`src/rtl/xperm_pkg.sv`:
```
package xperm_pkg;

   // condition field bit positions
   localparam int CND_NEG  = 3;
   localparam int CND_POS  = 2;
   localparam int CND_ZERO = 1;
   localparam int CND_RSVD = 0;
   localparam int CND_W    = 4;

   typedef logic [CND_W-1:0] cond_t;

   function automatic bit is_pow2(input int v);
      return (v > 0) && ((v & (v - 1)) == 0);
   endfunction

endpackage

```
`src/rtl/xperm_amt_sel.sv`:
```
module xperm_amt_sel #(
   parameter int DATA_W   = 64,
   parameter int NARROW_W = 32,
   localparam int SH_W    = $clog2(DATA_W),
   localparam int NSH_W   = $clog2(NARROW_W)
) (
   input  logic [SH_W-1:0] amt_reg,
   input  logic [SH_W-1:0] amt_imm,
   input  logic            use_imm,
   input  logic            narrow,
   output logic [SH_W-1:0] amt_eff
);

   logic [SH_W-1:0] picked;
   logic [SH_W-1:0] keep_mask;

   assign picked = use_imm ? amt_imm : amt_reg;

   // narrow mode keeps only the bits that index within the word
   genvar b;
   generate
      for (b = 0; b < SH_W; b++) begin : g_mask
         if (b < NSH_W) begin : g_low
            assign keep_mask[b] = 1'b1;
         end else begin : g_high
            assign keep_mask[b] = ~narrow;
         end
      end
   endgenerate

   assign amt_eff = picked & keep_mask;

endmodule

```
`src/rtl/xperm_stage.sv`:
```
module xperm_stage #(
   parameter int DATA_W = 64,
   parameter int LEVEL  = 0
) (
   input  logic              swap,
   input  logic [DATA_W-1:0] din,
   output logic [DATA_W-1:0] dout
);

   localparam int SPAN = 1 << LEVEL;

   // each bit trades places with the bit whose index differs in bit LEVEL
   genvar j;
   generate
      for (j = 0; j < DATA_W; j++) begin : g_bit
         localparam int PARTNER = j ^ SPAN;
         assign dout[j] = swap ? din[PARTNER] : din[j];
      end
   endgenerate

endmodule

```
`src/rtl/xperm_network.sv`:
```
module xperm_network #(
   parameter int DATA_W   = 64,
   parameter int NARROW_W = 32,
   localparam int SH_W    = $clog2(DATA_W)
) (
   input  logic [DATA_W-1:0] src,
   input  logic [SH_W-1:0]   amt,
   input  logic              narrow,
   output logic [DATA_W-1:0] dst
);

   logic [DATA_W-1:0] lvl [SH_W+1];
   logic [DATA_W-1:0] hi_keep;

   // clear the upper part in narrow mode so it cannot reach the result
   genvar h;
   generate
      for (h = 0; h < DATA_W; h++) begin : g_keep
         if (h < NARROW_W) begin : g_lo
            assign hi_keep[h] = 1'b1;
         end else begin : g_hi
            assign hi_keep[h] = ~narrow;
         end
      end
   endgenerate

   assign lvl[0] = src & hi_keep;

   genvar s;
   generate
      for (s = 0; s < SH_W; s++) begin : g_stage
         xperm_stage #(
            .DATA_W (DATA_W),
            .LEVEL  (s)
         ) u_stage (
            .swap (amt[s]),
            .din  (lvl[s]),
            .dout (lvl[s+1])
         );
      end
   endgenerate

   assign dst = lvl[SH_W];

endmodule

```
`src/rtl/xperm_cond.sv`:
```
module xperm_cond
   import xperm_pkg::*;
#(
   parameter int DATA_W = 64
) (
   input  logic [DATA_W-1:0] value,
   input  logic              rec_en,
   output cond_t             cond
);

   logic is_zero;
   logic is_neg;

   assign is_zero = (value == '0);
   assign is_neg  = value[DATA_W-1];

   always_comb begin
      cond = '0;
      if (rec_en) begin
         cond[CND_NEG]  = is_neg;
         cond[CND_POS]  = ~is_neg & ~is_zero;
         cond[CND_ZERO] = is_zero;
         cond[CND_RSVD] = 1'b0;
      end
   end

endmodule

```
`src/rtl/xperm_unit.sv`:
```
module xperm_unit
   import xperm_pkg::*;
#(
   parameter int DATA_W   = 64,
   parameter int NARROW_W = 32,
   localparam int SH_W    = $clog2(DATA_W)
) (
   input  logic              clk,
   input  logic              rst_n,
   input  logic              in_valid,
   input  logic [DATA_W-1:0] src_data,
   input  logic [SH_W-1:0]   amt_reg,
   input  logic [SH_W-1:0]   amt_imm,
   input  logic              use_imm,
   input  logic              narrow,
   input  logic              rec_en,
   output logic              out_valid,
   output logic [DATA_W-1:0] result,
   output logic [CND_W-1:0]  cond
);

   generate
      if (!is_pow2(DATA_W)) begin : g_bad_width
         $error("DATA_W must be a power of two");
      end
      if (!is_pow2(NARROW_W) || NARROW_W > DATA_W) begin : g_bad_narrow
         $error("NARROW_W must be a power of two not above DATA_W");
      end
   endgenerate

   logic [SH_W-1:0]   amt_eff;
   logic [DATA_W-1:0] perm_d;
   cond_t             cond_d;

   xperm_amt_sel #(
      .DATA_W   (DATA_W),
      .NARROW_W (NARROW_W)
   ) u_amt (
      .amt_reg (amt_reg),
      .amt_imm (amt_imm),
      .use_imm (use_imm),
      .narrow  (narrow),
      .amt_eff (amt_eff)
   );

   xperm_network #(
      .DATA_W   (DATA_W),
      .NARROW_W (NARROW_W)
   ) u_net (
      .src    (src_data),
      .amt    (amt_eff),
      .narrow (narrow),
      .dst    (perm_d)
   );

   xperm_cond #(
      .DATA_W (DATA_W)
   ) u_cond (
      .value  (perm_d),
      .rec_en (rec_en),
      .cond   (cond_d)
   );

   always_ff @(posedge clk) begin
      if (!rst_n) begin
         out_valid <= 1'b0;
         result    <= '0;
         cond      <= '0;
      end else begin
         out_valid <= in_valid;
         if (in_valid) begin
            result <= perm_d;
            cond   <= cond_d;
         end
      end
   end

endmodule

```
`config.mk`:
```
export PLATFORM = sky130hd
export DESIGN_NAME = xperm_unit
export DESIGN_NICKNAME = d
export VERILOG_FILES = /design/src/rtl/xperm_pkg.sv /design/src/rtl/xperm_amt_sel.sv /design/src/rtl/xperm_stage.sv /design/src/rtl/xperm_network.sv /design/src/rtl/xperm_cond.sv /design/src/rtl/xperm_unit.sv
export SDC_FILE = /design/constraint.sdc
export NUM_CORES = 1
export LEC_CHECK = 0
export ABC_AREA = 1
export BUFFER_PORTS_ARGS = -buffer_cell sky130_fd_sc_hd__buf_2
export CELL_PAD_IN_SITES_DETAIL_PLACEMENT = 0
export CELL_PAD_IN_SITES_GLOBAL_PLACEMENT = 1
export CORE_ASPECT_RATIO = 1.5
export CORE_MARGIN = 5
export CORE_UTILIZATION = 38
export CTS_BUF_LIST = sky130_fd_sc_hd__clkbuf_4 sky130_fd_sc_hd__clkbuf_8
export DETAILED_ROUTE_END_ITERATION = 16
export GPL_TIMING_DRIVEN = 0
export PLACE_DENSITY_LB_ADDON = 0.1
export SLEW_MARGIN = 20
export SYNTH_ARGS = -nofsm -noshare
export SYNTH_HDL_FRONTEND = slang
export SYNTH_SLANG_ARGS = --single-unit
```
`constraint.sdc`:
```
create_clock -name clk -period 2.6 [get_ports clk]
set_input_delay 0.13 -clock clk [delete_from_list [all_inputs] [get_ports clk]]
set_output_delay 0.13 -clock clk [all_outputs]
set_load 0.01 [all_outputs]
```
==> Flow_metrics.wiki, run 1 <==
{| class="wikitable"
! Metric !! Value
|-
| GRT Residual Overflow || 0
|-
| CTS hold repair buffers || 0
|-
| Core Util, Final || 0.469
|-
| Final-report max-slew violation count || 0
|-
| Ys flop type || dfxtp_1
|-
| Footprint of the multi-input gates || approximately 5600 µm²
|-
| Final worst clock skew || 0 ps
|-
| Total leakage power || 5.06 nW
|-
| Final net count || 1710
|-
| Fraction of the yosys area taken by sequential cells || 0.177
|-
| Share of post-route cells with drive strength above 1 || 0.172
|-
| Filler Cells Inserted || about 2300
|-
| Setup violation total in the final timing report || 0
|-
| Share of total power consumed by net switching || 0.474
|-
| Time the worst path needs with I/O delays and setup || 2570 ps
|-
| Number of distinct library cells after synthesis || 26
|-
| Via density || 5.89
|-
| Antenna diode instance count || 0
|-
| Type of destination of the critical path || register
|-
| Post-synthesis cell area || 7690 µm²
|-
| Critical path class || in2reg
|-
| Half-perimeter wire length after placement || between 30000 and 40000 µm
|-
| Total nets after synthesis || 1553
|-
| Via count of the first global-routing pass || between 10000 and 15000
|-
| Compound-Gate Fraction of Synth Area || 0.0511
|-
| Post-synthesis register bit count || 68
|-
| Detailed-router iteration count before antenna repair || 8
|-
| Count of routing violations after the opening detailed-route iteration || 1317
|-
| Internal power component || 2.59 mW
|-
| Pre-CTS WS || -589 ps
|-
| Achievable clock frequency || 390 MHz
|-
| Adder-cell share of the synthesized area || 0
|-
| TritonCTS clock tree || yes
|-
| Clock Sink Count || 68
|-
| Mean Syn Cell Area || roughly 5.2 µm²
|-
| Number of nets with antenna violations after routing || 0
|-
| Clock tree root buffer cell || clkbuf_8
|-
| Largest net degree at the start of global routing || 13
|-
| Starting utilization of the core area || 0.387
|-
| Die Ht || 184 µm
|-
| Required time of the critical path || about 2800 ps
|-
| Crit-path max FO || 10
|-
| Number of enable-type register cells in the synthesized netlist || 0
|-
| Die area || 23200 µm²
|-
| Gate Count Post-Synth || between 1000 and 1500
|-
| Number of DRC violations after detailed routing || 0
|-
| IO Count || 151
|-
| Number of buffers inserted by port buffering || 146
|-
| Top cells by instance count after synthesis || nand3_1, nand2_1, nor2_1, inv_1, dfxtp_1
|-
| Clock transition time at the flip-flop clock pins of the worst setup and hold paths || around 80 ps
|-
| Critical path arrival || around 2800 ps
|-
| Dominant cell by count in the synthesized netlist || nand3_1
|-
| Kind of path behind the tightest hold check || in2reg
|-
| Gpl congestion || ~1.1
|-
| Sw Pwr || 2.33 mW
|-
| Row count || 63
|-
| Area growth from synthesis to final layout || 21.2%
|-
| Floorplan die width || around 130 µm
|-
| Fraction of power consumed by sequential logic || 0.242
|-
| Worst Hold Depth || 3
|-
| Crit path launch type || primary input
|-
| Cell taking the most area after synthesis || nand3_1
|-
| Total wirelength of the detailed-routed design || 43700 µm
|-
| Clock buffer count from CTS || 9
|-
| Tcrit/Tclk final || 0.987
|-
| Wire length of the first global-routing pass || 64500 µm
|-
| Worst-case setup margin in the final layout || roughly 33 ps
|-
| XOR/XNOR Fraction of Synth Area || 0
|-
| Peak supply drop || 269 µV
|-
| Post-synthesis simple-gate area fraction || 0.647
|-
| Fraction of registers with async set/reset || 0
|-
| Count of vias placed by the detailed router || 11200
|-
| Portion of synthesized cell area occupied by the leading cell type || 0.402
|-
| Portion of netlist area occupied by mux cells || 0
|-
| Max Cap Viol || 0
|-
| Global-route total usage across every layer || 0.365
|-
| Share of total power in the clock network || 0.223
|-
| Total power draw || 4.92 mW
|-
| Area of all sequential standard cells || 1360 µm²
|-
| Transition at the pin with the smallest max-transition slack || 753 ps
|-
| Share of power burned in combinational logic || 0.535
|-
| Number of H-tree branching levels || 3
|-
| Power Dens Cells || 528 nW/µm²
|-
| Final design area excluding fillers || 9320 µm²
|-
| Number of hold violations in the final report || 0
|-
| CTS max path bufs || 2
|-
| Core area || 19900 µm²
|-
| Yosys Warn Count || 0
|-
| Area contributors post-synth || nand3_1, dfxtp_1, nand2_1
|-
| Cell count of the worst reg-to-reg path || 4
|-
| Wire length per cell after detailed routing || 23.1 µm
|-
| Largest family of logic cells by synthesized area || simple AND/OR/NAND/NOR gates
|-
| Clk Latency, worst-skew pair || roughly 350 ps
|-
| Antenna violations before repair || 0
|-
| Cell area after placement || 8750 µm²
|-
| Worst slew margin relative to its limit || 0.498
|-
| Result of the run || complete, no violations
|}
-- kinds of logic after synthesis --
logic type,after synthesis
compound gates,74
other cells,1
simple gates,1113
flops,68
buf+inv,215
-- metrics by stage --
step / hold WS [ps] / cells / setup TNS [ps]
final: 72.6 / 1893 / 0
after global routing: 85.3 / 1893 / -317
after CTS: 65.9 / 1893 / 0
after detailed placement: 445 / 1877 / -1130
after global placement: 425 / 1877 / -1110
after floorplan: 291 / 1471 / 0
-- final timing paths --
check | startpoint | to | slack (ps)
setup / recovery | use_imm | cond[2] | 30
hold / removal | rec_en | cond[3] | 70
setup reg to reg | result[44] | result[44] | 1850
hold reg to reg | result[63] | result[63] | 470
-- placed cells by master (no fill, tap or decap), types with 4 or more instances in the layout --
master / instances
nand3_2: 28
nand2_2: 6
clkbuf_1: 23
buf_4: 17
nand3_1: 588
buf_6: 18
clkbuf_2: 14
a21oi_1: 4
nor2_1: 159
inv_1: 102
buf_2: 161
clkbuf_4: 4
nand2_1: 319
dfxtp_1: 68
o21ai_0: 61
inv_2: 5
buf_1: 17
clkbuf_8: 10
-- registers in the layout, indices dropped and copies added (netlist names) --
signal	count
cond	3
result	64
out_valid	1
-- routing by layer --
layer,track usage,vias to the layer above,part of all wire
met5,0,-,0
met3,0.0562,218,0.071
met1,0.370,4980,0.34
met4,0.341,0,0.11
li1,-,5239,-
met2,0.634,713,0.47
-- area by class of cell --
cell class,count,share of cell area
plain buffers,107,0.0695
clock buffers,11,0.0156
clock inverters,5,0.0115
inverters,108,0.0438
multi-input cells,1188,0.600
flip-flops and latches,68,0.146
well taps,260,0.0349
repair buffers,146,0.0784
-- critical path: stages --
cell     delay [ps]
buf_6           120
inv_4           100
or2_2           110
o21ai_0         150
inv_2           190
buf_1           600
nand3_1         260
nand3_1         160
nand2_1         110
nor2_1          100
nand2_1         150
nor2_1          130
nand2_1         130
nor2_2          160
nand2_1          70
nand2_1          70
a21oi_1          50
-- power groups by stage --
stage,sequential [mW],combinational [mW],clock (mW)
after detailed placement,1.21,2.46,0
after global routing,1.21,2.82,1.15
after CTS,1.19,2.49,1.11
after floorplan,1.26,1.47,0
final,1.19,2.63,1.10
after global placement,1.21,2.46,0
-- timing repair --
item / in CTS / in global routing
endpoints found under the setup margin: 2 / 2
buffers inserted: 0 / 0
endpoints found under the hold margin: 0 / 0
gates resized for setup: 21 / 82
Power figures use the tool's default switching activity.
==> run 2: changes to the inputs <==
- CELL_PAD_IN_SITES_DETAIL_PLACEMENT: 0 -> 1
- SETUP_SLACK_MARGIN: unset -> 0.1
==> Flow_metrics.wiki, run 2 (synthesis gave the netlist of run 1 again) <==
{| class="wikitable"
! Metric !! Value
|-
| Wire length per cell after detailed routing || 25.0 µm (+8.1%)
|-
| Tcrit/Tclk final || 0.946 (-0.0415)
|-
| Kind of path behind the tightest hold check || in2reg
|-
| Total power draw || 4.74 mW (-3.6%)
|-
| Gpl congestion || 1.11 (unchanged)
|-
| Power Dens Cells || 503 nW/µm² (-4.7%)
|-
| Final worst clock skew || 0 ps (unchanged)
|-
| Sum of negative setup slack || 0 ps (unchanged)
|-
| Highest-count cells in the layout ignoring fill and taps || nand3_1, nand2_1, nor2_1
|-
| Highest-delay cell along the critical path || clkbuf_2
|-
| Area of all sequential standard cells || 1360 µm² (unchanged)
|-
| Critical path arrival || 2740 ps (-60 ps)
|-
| Final net count || 1710 (unchanged)
|-
| Clock buffer count from CTS || 9 (unchanged)
|-
| Count of routing violations after the opening detailed-route iteration || 860 (-35%)
|-
| Worst slew margin relative to its limit || 0.515 (+0.0167)
|-
| Starting utilization of the core area || 0.387 (unchanged)
|-
| Share of post-route cells with drive strength above 1 || 0.189 (+0.0165)
|-
| Total wirelength of the detailed-routed design || 47300 µm (+8.1%)
|-
| Largest registers || result: 64 flops, cond: 3 flops, out_valid: 1 flops
|-
| CTS hold repair buffers || 0 (unchanged)
|-
| Final Instance Count excl. Fillers || 1893 (unchanged)
|-
| Max Cap Viol || 0 (unchanged)
|-
| Share of total power in the clock network || 0.169 (-0.054)
|-
| CTS max path bufs || 2 (unchanged)
|-
| Clk Latency, worst-skew pair || 350 ps (about the same)
|-
| Antenna diode instance count || 0 (unchanged)
|-
| Internal power component || 2.30 mW (-11%)
|-
| Die area || 23200 µm² (unchanged)
|-
| Required time of the critical path || 2880 ps (+50 ps)
|-
| Count of placed standard cells including taps || 1877 (unchanged)
|-
| Antenna violations before repair || 0 (unchanged)
|-
| Post-CTS Setup Inserts || 0 (unchanged)
|-
| Transition at the pin with the smallest max-transition slack || 728 ps (-25.1 ps)
|-
| Number of nets with antenna violations after routing || 0 (unchanged)
|-
| Floorplan die width || 126 µm (unchanged)
|-
| Time the worst path needs with I/O delays and setup || 2460 ps (-108 ps)
|-
| Clock transition time at the flip-flop clock pins of the worst setup and hold paths || 80 ps (about the same)
|-
| Number of hold violations in the final report || 0 (unchanged)
|-
| Crit-path most repeated cell || nand2_1
|-
| Cell area after placement || 8750 µm² (unchanged)
|-
| Fraction of power consumed by sequential logic || 0.253 (+0.011)
|-
| Wire length of the first global-routing pass || 70000 µm (+8.5%)
|-
| Largest net degree at the start of global routing || 13 (unchanged)
|-
| Setup violation total in the final timing report || 0 (unchanged)
|-
| Sw Pwr || 2.44 mW (+4.7%)
|-
| Number of DRC violations after detailed routing || 0 (unchanged)
|-
| Share of power burned in combinational logic || 0.578 (+0.043)
|-
| TritonCTS clock tree || yes
|-
| GRT Residual Overflow || 0 (unchanged)
|-
| Crit path launch type || primary input
|-
| Half-perimeter wire length after placement || 40600 µm (+8.0%)
|-
| Number of H-tree branching levels || 3 (unchanged)
|-
| CP peak stage delay || 380 ps (-220 ps)
|-
| Achievable clock frequency || 407 MHz (+4.4%)
|-
| Clock tree root buffer cell || clkbuf_8
|-
| Hold slack || 71.0 ps (-1.58 ps)
|-
| Total leakage power || 5.10 nW (+0.73%)
|-
| Area growth from synthesis to final layout || 22.7%
|-
| Die Ht || 184 µm (unchanged)
|-
| Number of flip-flops under the largest register name || 64 (unchanged)
|-
| Core area || 19900 µm² (unchanged)
|-
| Via density || 6.08 (+3.2%)
|-
| Number of buffers inserted by port buffering || 146 (unchanged)
|-
| Register name with the most flops || result
|-
| Via count of the first global-routing pass || 11600 (+11%)
|-
| Row count || 63 (unchanged)
|-
| Cells traversed along the worst timing path || buf_2 > nand2_1 > o21ai_1 > clkbuf_2 > nand3_1 > nand2_1 > nand2_1 > nand3_2 > nand3_1 > nand3_1 > nand2_1 > nor2_1 > nand2_1 > nor2_1 > nand2_1 > nor2_2 > nand3b_1 > a21oi_1
|-
| Result of the run || complete, no violations
|-
| Critical path class || in2reg
|-
| Clock Sink Count || 68 (unchanged)
|-
| Peak supply drop || 200 µV (-26%)
|-
| Crit-path max FO || 10 (unchanged)
|-
| Share of total power consumed by net switching || 0.515 (+0.0406)
|-
| Leading cell type in the layout, fill and taps excluded || nand3_1
|-
| Detailed-router iteration count before antenna repair || 7 (-1)
|-
| Global-route total usage across every layer || 0.393 (+0.0282)
|-
| IO Count || 151 (unchanged)
|-
| Unrepaired setup endpoints after global routing || no
|-
| Final design area excluding fillers || 9440 µm² (+1.2%)
|-
| Final-report max-slew violation count || 0 (unchanged)
|-
| Count of vias placed by the detailed router || 11500 (+3.2%)
|-
| Type of destination of the critical path || register
|-
| Footprint of the multi-input gates || 5740 µm² (+2.6%)
|-
| Filler Cells Inserted || 2915 (+28%)
|}
run 2: area by class of cell:
cell class,instances,share of cell area
well taps,260,0.0345
flip-flops and latches,68,0.144
clock buffers,10,0.0146
multi-input cells,1188,0.608
clock inverters,6,0.00424
inverters,108,0.0432
repair buffers,146,0.0774
plain buffers,107,0.0734
run 2: power by group through the flow:
| stage | logic (mW) | registers, mW | clock network (mW) |
|---|---|---|---|
| 2_1_floorplan | 1.47 | 1.26 | 0 |
| 3_3_place_gp | 2.46 | 1.21 | 0 |
| 3_5_place_dp | 2.51 | 1.22 | 0 |
| 4_1_cts | 2.55 | 1.20 | 0.804 |
| 5_1_grt | 2.91 | 1.21 | 0.844 |
| 6_report | 2.74 | 1.20 | 0.800 |
run 2: worst max-delay path: cells and delay by family:
kind	cells	cell delay [ps]
simple gates	14	1760
buf+inv	2	510
compound gates	2	330
run 2: path summary, 6_finish.rpt:
path / start / end / slack, ps / cells past startpoint
min reg2reg: cond[2] / cond[2] / 480 / 2
max: amt_imm[1] / cond[1] / 140 / 18
max reg2reg: result[37] / result[37] / 1730 / 4
min: rec_en / cond[3] / 70 / 3
run 2: repair_timing:
item | CTS | global route
resized for setup | 39 | 98
setup endpoints to repair | 2 | 2
cloned | 0 | 0
run 2: stage by stage:
stage / utilization / worst slack (ps)
after CTS: 0.455 / 99.8
after detailed placement: 0.440 / -611
after floorplan: - / 619
final: 0.475 / 141
after global routing: 0.475 / 44.2
after global placement: 0.440 / -573
run 2: metal layers:
metal	vias up	wire length, µm	global-route usage
li1	5249	-	-
met1	5388	16400	0.395
met2	623	22700	0.690
met3	248	2590	0.0516
met4	0	5520	0.373
met5	-	0	0
==> run 3: changes to the inputs <==
- ABC_AREA: 1 -> 0
- CORE_UTILIZATION: 38 -> 41
==> Flow_metrics.wiki, run 3 <==
{| class="wikitable"
! Metric !! Value
|-
| Result of the run || complete, but fails checks
|-
| Failing checks || setup timing
|-
| Dominant cell by count in the synthesized netlist || nor2_1
|-
| Via density || 6.64 (+9.2%)
|-
| Minimum setup slack among reg-to-reg paths || 1770 ps (+40 ps)
|-
| Via count of the first global-routing pass || 8877 (-24%)
|-
| Highest-delay cell along the critical path || mux2i_1
|-
| Die Ht || 171 µm (-7.1%)
|-
| Cells traversed along the worst timing path || buf_4 > mux2i_4 > buf_8 > buf_12 > mux2i_1 > o22ai_1 > mux2i_1 > mux2i_1 > mux2_2 > or2_0 > o22ai_1 > nand4_1 > nor4_2 > o21ai_1
|-
| Area growth from synthesis to final layout || 36.9%
|-
| Achievable clock frequency || 312 MHz (-23%)
|-
| Clock Sink Count || 68 (unchanged)
|-
| Starting utilization of the core area || 0.413 (+0.0255)
|-
| Setup violation total in the final timing report || 4 (+4)
|-
| Gate Count Post-Synth || 960 (-35%)
|-
| Largest registers || result: 64 flops, cond: 3 flops, out_valid: 1 flops
|-
| Power Dens Cells || 509 nW/µm² (+1.2%)
|-
| Critical R2R Capture || result[46]
|-
| Share of post-route cells with drive strength above 1 || 0.387 (+0.198)
|-
| Crit path launch type || primary input
|-
| Kind of path behind the tightest hold check || in2reg
|-
| Wire length of the first global-routing pass || 52300 µm (-25%)
|-
| Global-route total usage across every layer || 0.327 (-0.0656)
|-
| Critical Path Sink || cond[2]
|-
| Final net count || 1233 (-28%)
|-
| Portion of synthesized cell area occupied by the leading cell type || 0.192 (-0.210)
|-
| Largest net degree at the start of global routing || 13 (unchanged)
|-
| Clock tree root buffer cell || clkbuf_8
|-
| Cell count of the worst reg-to-reg path || 2 (-2)
|-
| Gpl congestion || 1.02 (-7.6%)
|-
| Total wirelength of the detailed-routed design || 37400 µm (-21%)
|-
| Leading cell type in the layout, fill and taps excluded || buf_2
|-
| Clock buffer count from CTS || 9 (unchanged)
|-
| Number of buffers inserted by port buffering || 147 (+0.68%)
|-
| Clock transition time at the flip-flop clock pins of the worst setup and hold paths || 70 ps (about the same)
|-
| Max Cap Viol || 0 (unchanged)
|-
| Start of the worst register-to-register path || result[46]
|-
| Number of DRC violations after detailed routing || 0 (unchanged)
|-
| Transition at the pin with the smallest max-transition slack || 805 ps (+76.7 ps)
|-
| Area contributors post-synth || dfxtp_1, mux2i_1, nor2_1
|-
| Crit-path most repeated cell || mux2i_1
|-
| Register name with the most flops || result
|-
| Crit-path max FO || 10 (unchanged)
|-
| Worst-case setup margin in the final layout || -604 ps (-745 ps)
|-
| Startpoint of the worst setup timing path || use_imm
|-
| Tcrit/Tclk final || 1.23 (+0.287)
|-
| Core Util, Final || 0.565 (+0.0898)
|-
| Number of H-tree branching levels || 3 (unchanged)
|-
| Post-synthesis register bit count || 68 (unchanged)
|-
| Required time of the critical path || 2830 ps (-50 ps)
|-
| Top cells by instance count after synthesis || nor2_1, mux2i_1, nand2_1, o22ai_1, dfxtp_1
|-
| Critical path arrival || 3430 ps (+690 ps)
|-
| Total power draw || 4.95 mW (+4.2%)
|-
| Fraction of registers with async set/reset || 0 (unchanged)
|-
| Count of vias placed by the detailed router || 9096 (-21%)
|-
| Count of placed standard cells including taps || 1320 (-30%)
|-
| Unrepaired setup endpoints after global routing || yes
|-
| Cell taking the most area after synthesis || dfxtp_1
|-
| Ys flop type || dfxtp_1
|-
| Yosys Warn Count || 0 (unchanged)
|-
| CP peak stage delay || 470 ps (+90 ps)
|-
| Count of routing violations after the opening detailed-route iteration || 721 (-16%)
|-
| Floorplan die width || 117 µm (-6.9%)
|-
| Number of nets with antenna violations after routing || 0 (unchanged)
|-
| Startpoint of the lowest-slack hold path || rec_en
|-
| Detailed-router iteration count before antenna repair || 5 (-2)
|-
| Total leakage power || 3.86 nW (-24%)
|-
| Number of enable-type register cells in the synthesized netlist || 0 (unchanged)
|-
| Wire length per cell after detailed routing || 27.3 µm (+9.3%)
|-
| Half-perimeter wire length after placement || 28100 µm (-31%)
|-
| Type of destination of the critical path || register
|-
| Worst slew margin relative to its limit || 0.464 (-0.0511)
|-
| Peak supply drop || 416 µV (+110%)
|-
| IO Count || 151 (unchanged)
|-
| Final design area excluding fillers || 9720 µm² (+3.0%)
|-
| Core area || 17200 µm² (-13%)
|-
| Number of distinct library cells after synthesis || 66 (+150%)
|-
| TritonCTS clock tree || yes
|-
| Time the worst path needs with I/O delays and setup || 3200 ps (+745 ps)
|-
| Fraction of the yosys area taken by sequential cells || 0.192 (+0.0148)
|-
| Critical path class || in2reg
|-
| Row count || 59 (-6.3%)
|-
| Clk Latency, worst-skew pair || 350 ps (about the same)
|-
| Antenna violations before repair || 1 (+1)
|-
| Filler Cells Inserted || 2117 (-27%)
|-
| Number of hold violations in the final report || 0 (unchanged)
|-
| Total nets after synthesis || 1042 (-33%)
|-
| Final-report max-slew violation count || 0 (unchanged)
|-
| Die area || 20100 µm² (-14%)
|-
| Sum of negative setup slack || -1230 ps (-1230 ps)
|-
| CTS max path bufs || 2 (unchanged)
|-
| Highest-count cells in the layout ignoring fill and taps || buf_2, nor2_1, nand2_1
|-
| Number of flip-flops under the largest register name || 64 (unchanged)
|-
| GRT Residual Overflow || 0 (unchanged)
|-
| Cell area after placement || 8220 µm² (-6.0%)
|-
| Final Instance Count excl. Fillers || 1370 (-28%)
|-
| Mean Syn Cell Area || 7.39 µm² (+41%)
|-
| Final worst clock skew || 0 ps (unchanged)
|-
| Post-synthesis cell area || 7100 µm² (-7.7%)
|}
==> run 3: cell types whose count changed after synthesis, moves of 21 or more <==
cell	change
nand3_1	-585
a21oi_1	+21
inv_1	-101
o22ai_1	+78
mux2i_1	+109
nor3_1	+22
nand2_1	-241
a211oi_1	+32
o21ai_0	-28
mux2_2	+21
a22oi_1	+66
==> run 3: stage by stage <==
step | setup slack [ps] | hold slack [ps]
after floorplan | 41.2 | 391
after global placement | -1330 | 448
after detailed placement | -1430 | 460
after CTS | -427 | 164
after global routing | -672 | 192
final | -604 | 159
==> run 3: how the worst min path moves through the flow <==
| stage | endpoint | slack [ps] | cells past startpoint |
|---|---|---|---|
| after floorplan | cond[3] | 390 | 4 |
| after global placement | result[57] | 450 | 2 |
| after global routing | result[46] | 190 | 2 |
| final | cond[3] | 160 | 5 |
| after CTS | cond[3] | 160 | 5 |
| after detailed placement | result[11] | 460 | 2 |
==> run 3: cells by family after synthesis <==
logic type,share of synthesized area
AND/OR/NAND/NOR,0.218
AO/OA/AOI/OAI,0.296
multiplexers,0.226
buffers and inverters,0.0680
flip-flops,0.192
other,0.000528
==> run 3: worst max-delay path, delay by kind of cell <==
kind	cells	cell delay, ps
compound gates	3	450
simple gates	3	820
mux	5	1510
buf+inv	3	500
==> run 3: layer usage <==
metal | up-vias | GRT usage | routed length, µm
met5 | - | 0 | 0
met4 | 0 | 0.195 | 3220
met3 | 178 | 0.0407 | 2220
met2 | 502 | 0.609 | 18800
met1 | 4387 | 0.352 | 13100
li1 | 4029 | - | -
==> run 3: power by group <==
group / switching [mW] / internal [mW] / leakage (nW)
registers: 0.0505 / 1.14 / 0.564
clock network: 0.419 / 0.384 / 0.0854
logic: 1.83 / 1.12 / 3.21
==> run 3: final cells by class <==
cell class / count / area [µm²] / share of cell area
multi-input cells: 801 / 6270 / 0.646
well taps: 213 / 267 / 0.0274
plain buffers: 86 / 569 / 0.0586
diodes: 1 / 2.50 / 0.000258
clock inverters: 5 / 36.3 / 0.00373
repair buffers: 181 / 1050 / 0.108
flip-flops and latches: 68 / 1360 / 0.140
clock buffers: 11 / 145 / 0.0149
inverters: 4 / 15.0 / 0.00155
==> run 3: repair_timing <==
action / 4_1_cts / 5_1_grt
setup buffers: 14 / 17
hold buffers: 0 / 0
gates resized for setup: 75 / 155
setup endpoints to repair: 59 / 59
gates cloned: 0 / 3
pin swaps: 3 / 3
